File: config.mk
export PLATFORM = sky130hd
export DESIGN_NAME = pwm_scaled_top
export DESIGN_NICKNAME = d
export VERILOG_FILES = /design/src/rtl/pwm_pkg.sv /design/src/rtl/pwm_counter.sv /design/src/rtl/pwm_cmp_bank.sv /design/src/rtl/pwm_scaled_top.sv
export SDC_FILE = /design/constraint.sdc
export NUM_CORES = 1
export LEC_CHECK = 0
export BUFFER_PORTS_ARGS = -buffer_cell sky130_fd_sc_hd__buf_2
export CORE_ASPECT_RATIO = 0.6
export CORE_MARGIN = 3
export CORE_UTILIZATION = 50
export CTS_BUF_LIST = sky130_fd_sc_hd__clkbuf_8 sky130_fd_sc_hd__clkbuf_16
export DETAILED_ROUTE_END_ITERATION = 8
export HOLD_SLACK_MARGIN = 0.05
export PLACE_DENSITY = 0.76
export SYNTH_ARGS = -nofsm -noshare
export SYNTH_HDL_FRONTEND = slang
export SYNTH_SLANG_ARGS = --single-unit
File: constraint.sdc
create_clock -name clk_i -period 5.4 [get_ports clk_i]
set_input_delay 0.81 -clock clk_i [delete_from_list [all_inputs] [get_ports clk_i]]
set_output_delay 0.81 -clock clk_i [all_outputs]
set_load 0.01 [all_outputs]
File: src/rtl/pwm_pkg.sv
package pwm_pkg;
  localparam int unsigned NCMP    = 4;
  localparam int unsigned SCALE_W = 4;
  localparam int unsigned ADDR_W  = 3;

  localparam logic [ADDR_W-1:0] ADR_CFG = 3'd0;
  localparam logic [ADDR_W-1:0] ADR_CNT = 3'd1;
  localparam logic [ADDR_W-1:0] ADR_SCL = 3'd2;
  localparam int unsigned       ADR_CMP_BASE = 4;

  typedef struct packed {
    logic [NCMP-1:0]    gang;
    logic               oneshot;
    logic               cont;
    logic               zero_per;
    logic               sticky;
    logic [SCALE_W-1:0] scale;
  } cfg_t;

  localparam int unsigned CFG_W = $bits(cfg_t);
endpackage

File: src/rtl/pwm_counter.sv
module pwm_counter #(
  parameter int unsigned CNT_W   = 31,
  parameter int unsigned CMP_W   = 16,
  parameter int unsigned SCALE_W = 4
) (
  input  logic               clk_i,
  input  logic               rst_ni,
  input  logic               run_i,
  input  logic               zero_en_i,
  input  logic               zero_hit_i,
  input  logic               wr_i,
  input  logic [CNT_W-1:0]   wdata_i,
  input  logic [SCALE_W-1:0] scale_i,
  output logic [CNT_W-1:0]   cnt_o,
  output logic [CMP_W-1:0]   scaled_o,
  output logic               restart_o
);
  logic [CNT_W-1:0] cnt_q, cnt_d, shifted;
  logic zrst, wrap;

  assign zrst = run_i & zero_en_i & zero_hit_i & ~wr_i;
  assign wrap = run_i & ~wr_i & (&cnt_q);
  assign restart_o = zrst | wrap;

  always_comb begin
    cnt_d = cnt_q;
    if (wr_i)       cnt_d = wdata_i;
    else if (zrst)  cnt_d = '0;
    else if (run_i) cnt_d = cnt_q + 1'b1;
  end

  always_ff @(posedge clk_i or negedge rst_ni) begin
    if (!rst_ni) cnt_q <= '0;
    else         cnt_q <= cnt_d;
  end

  assign shifted  = cnt_q >> scale_i;
  assign scaled_o = shifted[CMP_W-1:0];
  assign cnt_o    = cnt_q;

  logic unused_hi;
  assign unused_hi = ^shifted[CNT_W-1:CMP_W];


  count_step_chk: assert property (@(posedge clk_i) disable iff (!rst_ni)
    run_i && !wr_i && !zrst |=> cnt_q == $past(cnt_q) + 1'b1);

  count_hold_chk: assert property (@(posedge clk_i) disable iff (!rst_ni)
    !run_i && !wr_i |=> $stable(cnt_q));

  count_load_chk: assert property (@(posedge clk_i) disable iff (!rst_ni)
    wr_i |=> cnt_q == $past(wdata_i));

  zero_period_chk: assert property (@(posedge clk_i) disable iff (!rst_ni)
    run_i && zero_en_i && zero_hit_i && !wr_i |=> cnt_q == '0);
endmodule

File: src/rtl/pwm_cmp_bank.sv
module pwm_cmp_bank #(
  parameter int unsigned NCMP  = 4,
  parameter int unsigned CMP_W = 16
) (
  input  logic             clk_i,
  input  logic             rst_ni,
  input  logic [CMP_W-1:0] scaled_i,
  input  logic [CMP_W-1:0] cmp_i [NCMP],
  input  logic [NCMP-1:0]  gang_i,
  input  logic             sticky_i,
  input  logic             sw_wr_i,
  input  logic [NCMP-1:0]  sw_ip_i,
  output logic [NCMP-1:0]  hit_o,
  output logic [NCMP-1:0]  out_o,
  output logic [NCMP-1:0]  ip_o
);
  logic [NCMP-1:0] hit, ip_q, ip_d;

  for (genvar i = 0; i < NCMP; i++) begin : g_cmp
    localparam int NX = (i + 1) % NCMP;
    assign hit[i]   = scaled_i >= cmp_i[i];
    assign out_o[i] = gang_i[i] ? (hit[i] & ~hit[NX]) : hit[i];


    ip_set_chk: assert property (@(posedge clk_i) disable iff (!rst_ni)
      hit[i] |=> ip_q[i]);

    ip_sticky_chk: assert property (@(posedge clk_i) disable iff (!rst_ni)
      sticky_i && ip_q[i] |=> ip_q[i]);
  end

  // hit wins over a software clear; sticky masks the clear
  always_comb begin
    if (sw_wr_i) ip_d = hit | sw_ip_i | (sticky_i ? ip_q : '0);
    else         ip_d = hit | ip_q;
  end

  always_ff @(posedge clk_i or negedge rst_ni) begin
    if (!rst_ni) ip_q <= '0;
    else         ip_q <= ip_d;
  end

  assign hit_o = hit;
  assign ip_o  = ip_q;
endmodule

File: src/rtl/pwm_scaled_top.sv
module pwm_scaled_top
  import pwm_pkg::*;
#(
  parameter int unsigned CMP_W = 16
) (
  input  logic              clk_i,
  input  logic              rst_ni,
  input  logic              bus_en_i,
  input  logic              bus_we_i,
  input  logic [ADDR_W-1:0] bus_addr_i,
  input  logic [31:0]       bus_wdata_i,
  output logic [31:0]       bus_rdata_o,
  output logic [NCMP-1:0]   pwm_o,
  output logic [NCMP-1:0]   irq_o
);
  localparam int unsigned CNT_W = CMP_W + (2 ** SCALE_W) - 1;

  cfg_t             cfg_q;
  logic [CMP_W-1:0] cmp_q [NCMP];
  logic [CNT_W-1:0] cnt;
  logic [CMP_W-1:0] scaled;
  logic [NCMP-1:0]  hit, ip;
  logic             restart, wr, cfg_wr, cnt_wr;

  assign wr     = bus_en_i & bus_we_i;
  assign cfg_wr = wr & (bus_addr_i == ADR_CFG);
  assign cnt_wr = wr & (bus_addr_i == ADR_CNT);

  always_ff @(posedge clk_i or negedge rst_ni) begin
    if (!rst_ni)      cfg_q <= '0;
    else if (cfg_wr)  cfg_q <= cfg_t'(bus_wdata_i[CFG_W-1:0]);
    else if (restart) cfg_q.oneshot <= 1'b0;
  end

  for (genvar k = 0; k < NCMP; k++) begin : g_cmpreg
    always_ff @(posedge clk_i or negedge rst_ni) begin
      if (!rst_ni) cmp_q[k] <= '1;
      else if (wr && bus_addr_i == ADDR_W'(ADR_CMP_BASE + k))
        cmp_q[k] <= bus_wdata_i[CMP_W-1:0];
    end
  end

  pwm_counter #(.CNT_W(CNT_W), .CMP_W(CMP_W), .SCALE_W(SCALE_W)) u_cnt (
    .clk_i     (clk_i),
    .rst_ni    (rst_ni),
    .run_i     (cfg_q.cont | cfg_q.oneshot),
    .zero_en_i (cfg_q.zero_per),
    .zero_hit_i(hit[0]),
    .wr_i      (cnt_wr),
    .wdata_i   (bus_wdata_i[CNT_W-1:0]),
    .scale_i   (cfg_q.scale),
    .cnt_o     (cnt),
    .scaled_o  (scaled),
    .restart_o (restart)
  );

  pwm_cmp_bank #(.NCMP(NCMP), .CMP_W(CMP_W)) u_bank (
    .clk_i   (clk_i),
    .rst_ni  (rst_ni),
    .scaled_i(scaled),
    .cmp_i   (cmp_q),
    .gang_i  (cfg_q.gang),
    .sticky_i(cfg_q.sticky),
    .sw_wr_i (cfg_wr),
    .sw_ip_i (bus_wdata_i[CFG_W +: NCMP]),
    .hit_o   (hit),
    .out_o   (pwm_o),
    .ip_o    (ip)
  );

  assign irq_o = ip;

  always_comb begin
    bus_rdata_o = '0;
    case (bus_addr_i)
      ADR_CFG: bus_rdata_o = 32'({ip, cfg_q});
      ADR_CNT: bus_rdata_o = 32'(cnt);
      ADR_SCL: bus_rdata_o = 32'(scaled);
      default: if (bus_addr_i[2]) bus_rdata_o = 32'(cmp_q[bus_addr_i[1:0]]);
    endcase
  end

  logic unused_wd;
  assign unused_wd = ^bus_wdata_i;


  oneshot_clear_chk: assert property (@(posedge clk_i) disable iff (!rst_ni)
    cfg_q.oneshot && restart && !cfg_wr |=> !cfg_q.oneshot);
endmodule

# == Word-level counts from Yosys, hierarchy flattened ==
# Index checks and enable logic that the tools add are counted.
# totals
reg_bits,111
in_bits,39
word_cells,72
# op_classes
addsub,1
magnitude_cmp,5
eq_ne,6
shift,1
mux,16
bitwise,23
n_reduce_logical,8
# ops
operator,n
2-to-1 mux 31 bit,3
case mux 31 bit (3 select lines),1
greater-or-equal comparator 16 bit,4
2-to-1 mux 16 bit,3
binary-select mux 16 bit (select 2 bit),1
"adder 31 x 1 -> 31 bit, second input constant",1
AND reduction 31 bit,1
right shift 31 x 4 -> 16 bit,1
bitwise AND 1 bit,12
"== test 3 bit, second input constant",4
OR 4 bit,3
2-to-1 mux 4 bit,2
2-to-1 mux 1 bit,6
NOT 1 bit,5
logical AND 1 bit,4
"== test 3 x 1 -> 1 bit, second input constant",1
"== test 3 x 2 -> 1 bit, second input constant",1
"greater-or-equal comparator 3 bit, second input constant",1
zero test 3 bit,1
NOT 2 -> 3 bit,1
nonzero test 3 bit,1
OR 1 bit,2
nonzero test 2 bit,1

# == Depth between registers and ports, before layout ==
# depth
word_depth,8
depth_mapped,18
ltp_nobuf,13

# == Modules after synthesis ==
# A second synthesis with hierarchy kept.
# hier_totals
hier_cells,939
area_unflattened_um2,8961.1
# by_module_without_submodules
mod,n_inst,cells_per_inst,area_each_um2,seq_area_each_um2
pwm_scaled_top,1,289,4001.3,1981.9
pwm_counter,1,420,3219.3,775.7
pwm_cmp_bank,1,230,1740.4,100.1

# == Worst setup path after synthesis ==
# Ideal clock, no wire load.
# synth_path
path_kind,reg2out
from,register cfg_q[0] in the netlist's numbering
to,output port pwm_o[0]
arrival_ns,3.427
required_time_ns,4.590
setup_slack_ns,1.163
path_stages_with_launch,15
path_buffers,3
path_cell_list,dfrtp_1 -> buf_4 -> buf_6 -> buf_4 -> mux2_2 -> o21ai_0 -> o21ai_0 -> o21ai_0 -> inv_1 -> ha_1 -> nand4_1 -> or3_1 -> or4_1 -> o2111ai_2 -> a21boi_0
# synth_via
elab_chain_cells,5
# synth_lines
item,line,text
start: declaration,pwm_scaled_top.sv:18,cfg_t cfg_q;
start signal: assignment,pwm_scaled_top.sv:31,else if (cfg_wr) cfg_q <= cfg_t'(bus_wdata_i[CFG_W-1:0]);
right shift 31 x 4 -> 16 bit *,pwm_counter.sv:37,assign shifted = cnt_q >> scale_i;
greater-or-equal comparator 16 bit,pwm_cmp_bank.sv:21,assign hit[i] = scaled_i >= cmp_i[i];
NOT 1 bit,pwm_cmp_bank.sv:22,assign out_o[i] = gang_i[i] ? (hit[i] & ~hit[NX]) : hit[i];
bitwise AND 1 bit,pwm_cmp_bank.sv:22,
2-to-1 mux 1 bit *,pwm_cmp_bank.sv:22,
end: declaration,pwm_scaled_top.sv:13,"output logic [NCMP-1:0] pwm_o,"
# Every way passes the cells marked *; elsewhere a longest branch is shown, timed or not.

# == Final worst setup path ==
# layout_path
from,register cfg_q[0] in the netlist's numbering
to,output port pwm_o[1]
# The elaborated chain is that of the path after synthesis.

==> impl_metrics.tcl <==
set metrics [dict create \
    status "completed" \
    period_minus_slack_ns 5.293 \
    dp_hpwl_um 18340 \
    critPathKind "reg2out" \
    timing_worst_slew_pin_value_ns 1.043 \
    floorplan.initialDensity 0.5157 \
    critical_path_peak_fanout 14 \
    routedWlPerCell_um 20.74 \
    min-delay-start "cfg_q[11]" \
    min_delay_worst_endpoint "cfg_q[11]" \
    reg2reg_slack_ns 0.87 \
    drive_gt1_frac 0.2667 \
    crit_path_cell_trace "buf_12 > mux4_2 > mux2_2 > or2_2 > o21ai_0 > inv_1 > ha_1 > nand2_1 > o21ai_1 > a41oi_2 > o31ai_1 > a21boi_0 > buf_2" \
    drv.max_cap_violation_count 0 \
    unrepaired_setup_endpoints_after_global_routing "false" \
    timing.critical_path.required_ns 4.59 \
    gp_routability_congestion 0.9963 \
    place_inst 1169 \
    synth_top_cells_by_area "sky130_fd_sc_hd__dfstp_2, sky130_fd_sc_hd__dfrtp_1, sky130_fd_sc_hd__ha_1, sky130_fd_sc_hd__mux4_2, sky130_fd_sc_hd__nand2_1" \
    pin_count 79 \
    cellPowerDensity_nw_per_um2 496.0 \
    crit-reg2reg-launch "cfg_q[0]" \
    antenna_violating_nets_post_route 0 \
    grt.met2_usage 0.3585 \
    synth_largest_area_cell "sky130_fd_sc_hd__dfstp_2" \
    worst_r2r_path_depth 13 \
    yosys.cell_types.count 56 \
    design.die.area_um2 18560 \
    finish.cell_count_without_fillers 1188 \
    report.final.slew_viol_count 0 \
    synthCells 908 \
    synth_ff_type "sky130_fd_sc_hd__dfstp_2" \
    timing.hold.worst_path_depth 2 \
    synth.yosys.seq_area_share 0.3380 \
    io_buffers 76 \
    global_routing_s_busiest_layer "met1" \
    clock_latency_ns 0.37 \
    timing.critical_path.from_type "flip-flop" \
    multi_input_area_um2 5041 \
    synth_async_sr_flop_share 1.000 \
    endpoint_kind "output port" \
    yosysWarningCount 0 \
    initial_antenna_violation_count 0 \
    crit_slowest_cell "sky130_fd_sc_hd__dfrtp_4" \
    cts.sinks 111 \
    cellInternalPower_mw 2.574 \
    pwr-share-seq 0.329 \
    timing.critical_path.arrival_ns 4.48 \
    first_pass_grt_wire_length_um 38900 \
    synth_area_um2 8456 \
    die_w_um 173.9 \
    net-switching-power_mw 2.047 \
    grt.total_usage 0.2703 \
    final_cell_area_um2 9315 \
    met3_track_demand_over_resource 0.1051 \
    synthMostInstantiatedCell "sky130_fd_sc_hd__nand2_1" \
    postRouteWirelength_um 24630 \
    via_count_of_the_first_global_routing_pass 6761 \
    leakagePower_nw 4.166 \
    drtPass1Iterations 5 \
    ir_worst_vdd_uv 246.8 \
    r2r_path_end "u_cnt.cnt_o[15]" \
    number_of_flops_mapped_to_enable_cells_by_yosys 0 \
    worst_hold_path_type "reg2reg" \
    sum_of_negative_setup_slack_ns 0 \
    final_nets 1059 \
    switching_share 0.4430 \
    cts_tree "built" \
    use_met1 0.4156 \
    area_growth_from_synthesis_to_layout_pct 10.17 \
    proportion_of_netlist_area_held_by_the_largest_area_contributor 0.1989 \
    htree_num_levels 3 \
    total_of_flip_flops_plus_latches_after_synthesis 111 \
    holdBufCountCts 0 \
    setup-violations-final 0 \
    clk_root_buffer_cell "sky130_fd_sc_hd__clkbuf_16" \
    design.core.area_um2 16400 \
    drt_iter0_drc 772 \
    postSynthNetCount 1012 \
    synth_top_cells_by_count "sky130_fd_sc_hd__nand2_1, sky130_fd_sc_hd__inv_1, sky130_fd_sc_hd__o21ai_0" \
    cts-buffers-inserted 9 \
    avgSynthCellArea_um2 9.312 \
    worst_clock_skew_ns 0.01163 \
    share_clk_of_total_power 0.146 \
    max-slew-margin-rel 0.3045 \
    final.period_utilization 0.9801 \
    finalHoldViolations 0 \
    achievable-frequency_mhz 188.9 \
    worst_path_largest_cell_delay_ns 0.58 \
    cts-root-to-sink-buffers 2 \
    grt_start_max_net_pins 65 \
    post_drt_via_cell_ratio 6.018 \
    post-route-drc-count 0 \
    route.vias.total 7149 \
    cp.buffers_inverters 3 \
    cts.clk_slew.worst_paths_ns 0.08 \
    number_of_rows_in_the_core_area 36 \
    worst_path_dominant_cell_family "compound AO/OA/AOI/OAI gates" \
    gr-total-overflow 0 \
    place_area_um2 8995 \
    regArea_um2 2863 \
    antenna_diodes 0 \
    n_fill_cell 1503 \
    part_of_the_power_in_combinational_logic 0.525 \
    die_height_um 106.7 \
]
## worst min-delay path: stages (launching register included)
cell and delay, ns:
sky130_fd_sc_hd__dfrtp_1 0.37, sky130_fd_sc_hd__nand2_1 0.05, sky130_fd_sc_hd__nand2_1 0.05
## timing repair
action                                  CTS  global route
buffers inserted                          0             3
resized for setup                         0             6
endpoints found under the setup margin    0             4
## cell type report
type,instances,area share
tap,228,0.03062
multi-input combinational,660,0.5412
clock inverter,7,0.006179
sequential,111,0.3073
clock buffer,9,0.02418
inverter,78,0.03143
timing repair buffer,95,0.05910
## power by group through the flow
| stage | Clock, mW | Sequential, mW | Combinational (mW) |
|---|---|---|---|
| finish | 0.675 | 1.52 | 2.42 |
| global route | 0.718 | 1.56 | 2.69 |
| CTS | 0.682 | 1.50 | 2.34 |
| detailed placement | 0 | 1.52 | 2.31 |
| global placement | 0 | 1.50 | 2.26 |
| floorplan | 0 | 1.32 | 1.77 |
## cell families after synthesis
kind of cell             Yosys count  share of synthesized area
AND/OR/NAND/NOR                  261                     0.1401
AO/OA/AOI/OAI                    185                     0.1384
buffers and inverters            137                    0.06925
multiplexers                     123                     0.1918
flip-flops                       111                     0.3380
adder cells (fa/ha/maj)           65                    0.09618
XOR/XNOR                          25                    0.02590
other                              1                  0.0004435
## how the worst max path moves through the flow
stage / slack, ns / start / depth (start not counted) / endpoint
2_1_floorplan: 1.16 / cfg_q[0] / 14 / pwm_o[0]
3_3_place_gp: 0.59 / cfg_q[0] / 13 / pwm_o[1]
3_5_place_dp: 0.47 / cfg_q[0] / 13 / pwm_o[1]
4_1_cts: 0.06 / cfg_q[0] / 13 / pwm_o[1]
5_1_grt: 0.006 / cfg_q[0] / 14 / pwm_o[0]
6_report: 0.11 / cfg_q[0] / 13 / pwm_o[1]
## cell usage in the layout, fill, tap and decap left out, types with 4 or more instances in the layout
cell type / Yosys / routed
sky130_fd_sc_hd__a211oi_1: 4 / 4
sky130_fd_sc_hd__nand4_1: 17 / 17
sky130_fd_sc_hd__a21boi_0: 4 / 4
sky130_fd_sc_hd__mux2_2: 42 / 42
sky130_fd_sc_hd__a211o_1: 5 / 5
sky130_fd_sc_hd__dfrtp_1: 47 / 45
sky130_fd_sc_hd__o21a_1: 6 / 6
sky130_fd_sc_hd__nor3_1: 7 / 7
sky130_fd_sc_hd__o21ai_0: 74 / 72
sky130_fd_sc_hd__a21oi_1: 26 / 25
sky130_fd_sc_hd__ha_1: 65 / 65
sky130_fd_sc_hd__xor2_1: 15 / 15
sky130_fd_sc_hd__a21o_1: 10 / 10
sky130_fd_sc_hd__mux4_2: 27 / 27
sky130_fd_sc_hd__dfstp_2: 64 / 64
sky130_fd_sc_hd__nand3_1: 18 / 18
sky130_fd_sc_hd__mux2i_1: 54 / 54
sky130_fd_sc_hd__buf_2: 16 / 75
sky130_fd_sc_hd__o211ai_1: 9 / 9
sky130_fd_sc_hd__nor2_1: 28 / 28
sky130_fd_sc_hd__nor2b_1: 5 / 4
sky130_fd_sc_hd__o221ai_1: 12 / 12
sky130_fd_sc_hd__inv_1: 78 / 81
sky130_fd_sc_hd__o21ai_1: 12 / 14
sky130_fd_sc_hd__nand2_1: 149 / 149
sky130_fd_sc_hd__and2_1: 12 / 12
sky130_fd_sc_hd__buf_4: 3 / 18
sky130_fd_sc_hd__clkbuf_16: 0 / 9
sky130_fd_sc_hd__a221o_1: 5 / 5
sky130_fd_sc_hd__nand2b_1: 8 / 8
sky130_fd_sc_hd__xnor2_1: 10 / 10
## per-layer routing
| layer | vias to the layer above | share of wire |
|---|---|---|
| li1 | 3304 | - |
| met1 | 3488 | 0.49 |
| met2 | 335 | 0.39 |
| met3 | 22 | 0.12 |
| met4 | 0 | 0.0090 |
| met5 | - | 0 |
## through the flow
step / total power, mW / hold WS [ns] / setup slack (ns) / utilization
floorplan: 3.083 / 0.4583 / 1.163 / -
global placement: 3.755 / 0.4826 / 0.5888 / 0.5486
detailed placement: 3.827 / 0.4951 / 0.4685 / 0.5486
CTS: 4.525 / 0.5142 / 0.06177 / 0.5659
global route: 4.961 / 0.5402 / 0.006096 / 0.5681
finish: 4.621 / 0.5073 / 0.1072 / 0.5681
## sequential cells by signal (all words and copies together) (netlist names)
register	flops
u_bank.ip_o	4
cmp_q	64
u_cnt.cnt_o	31
cfg_q	12
Power figures use the tool's default switching activity.
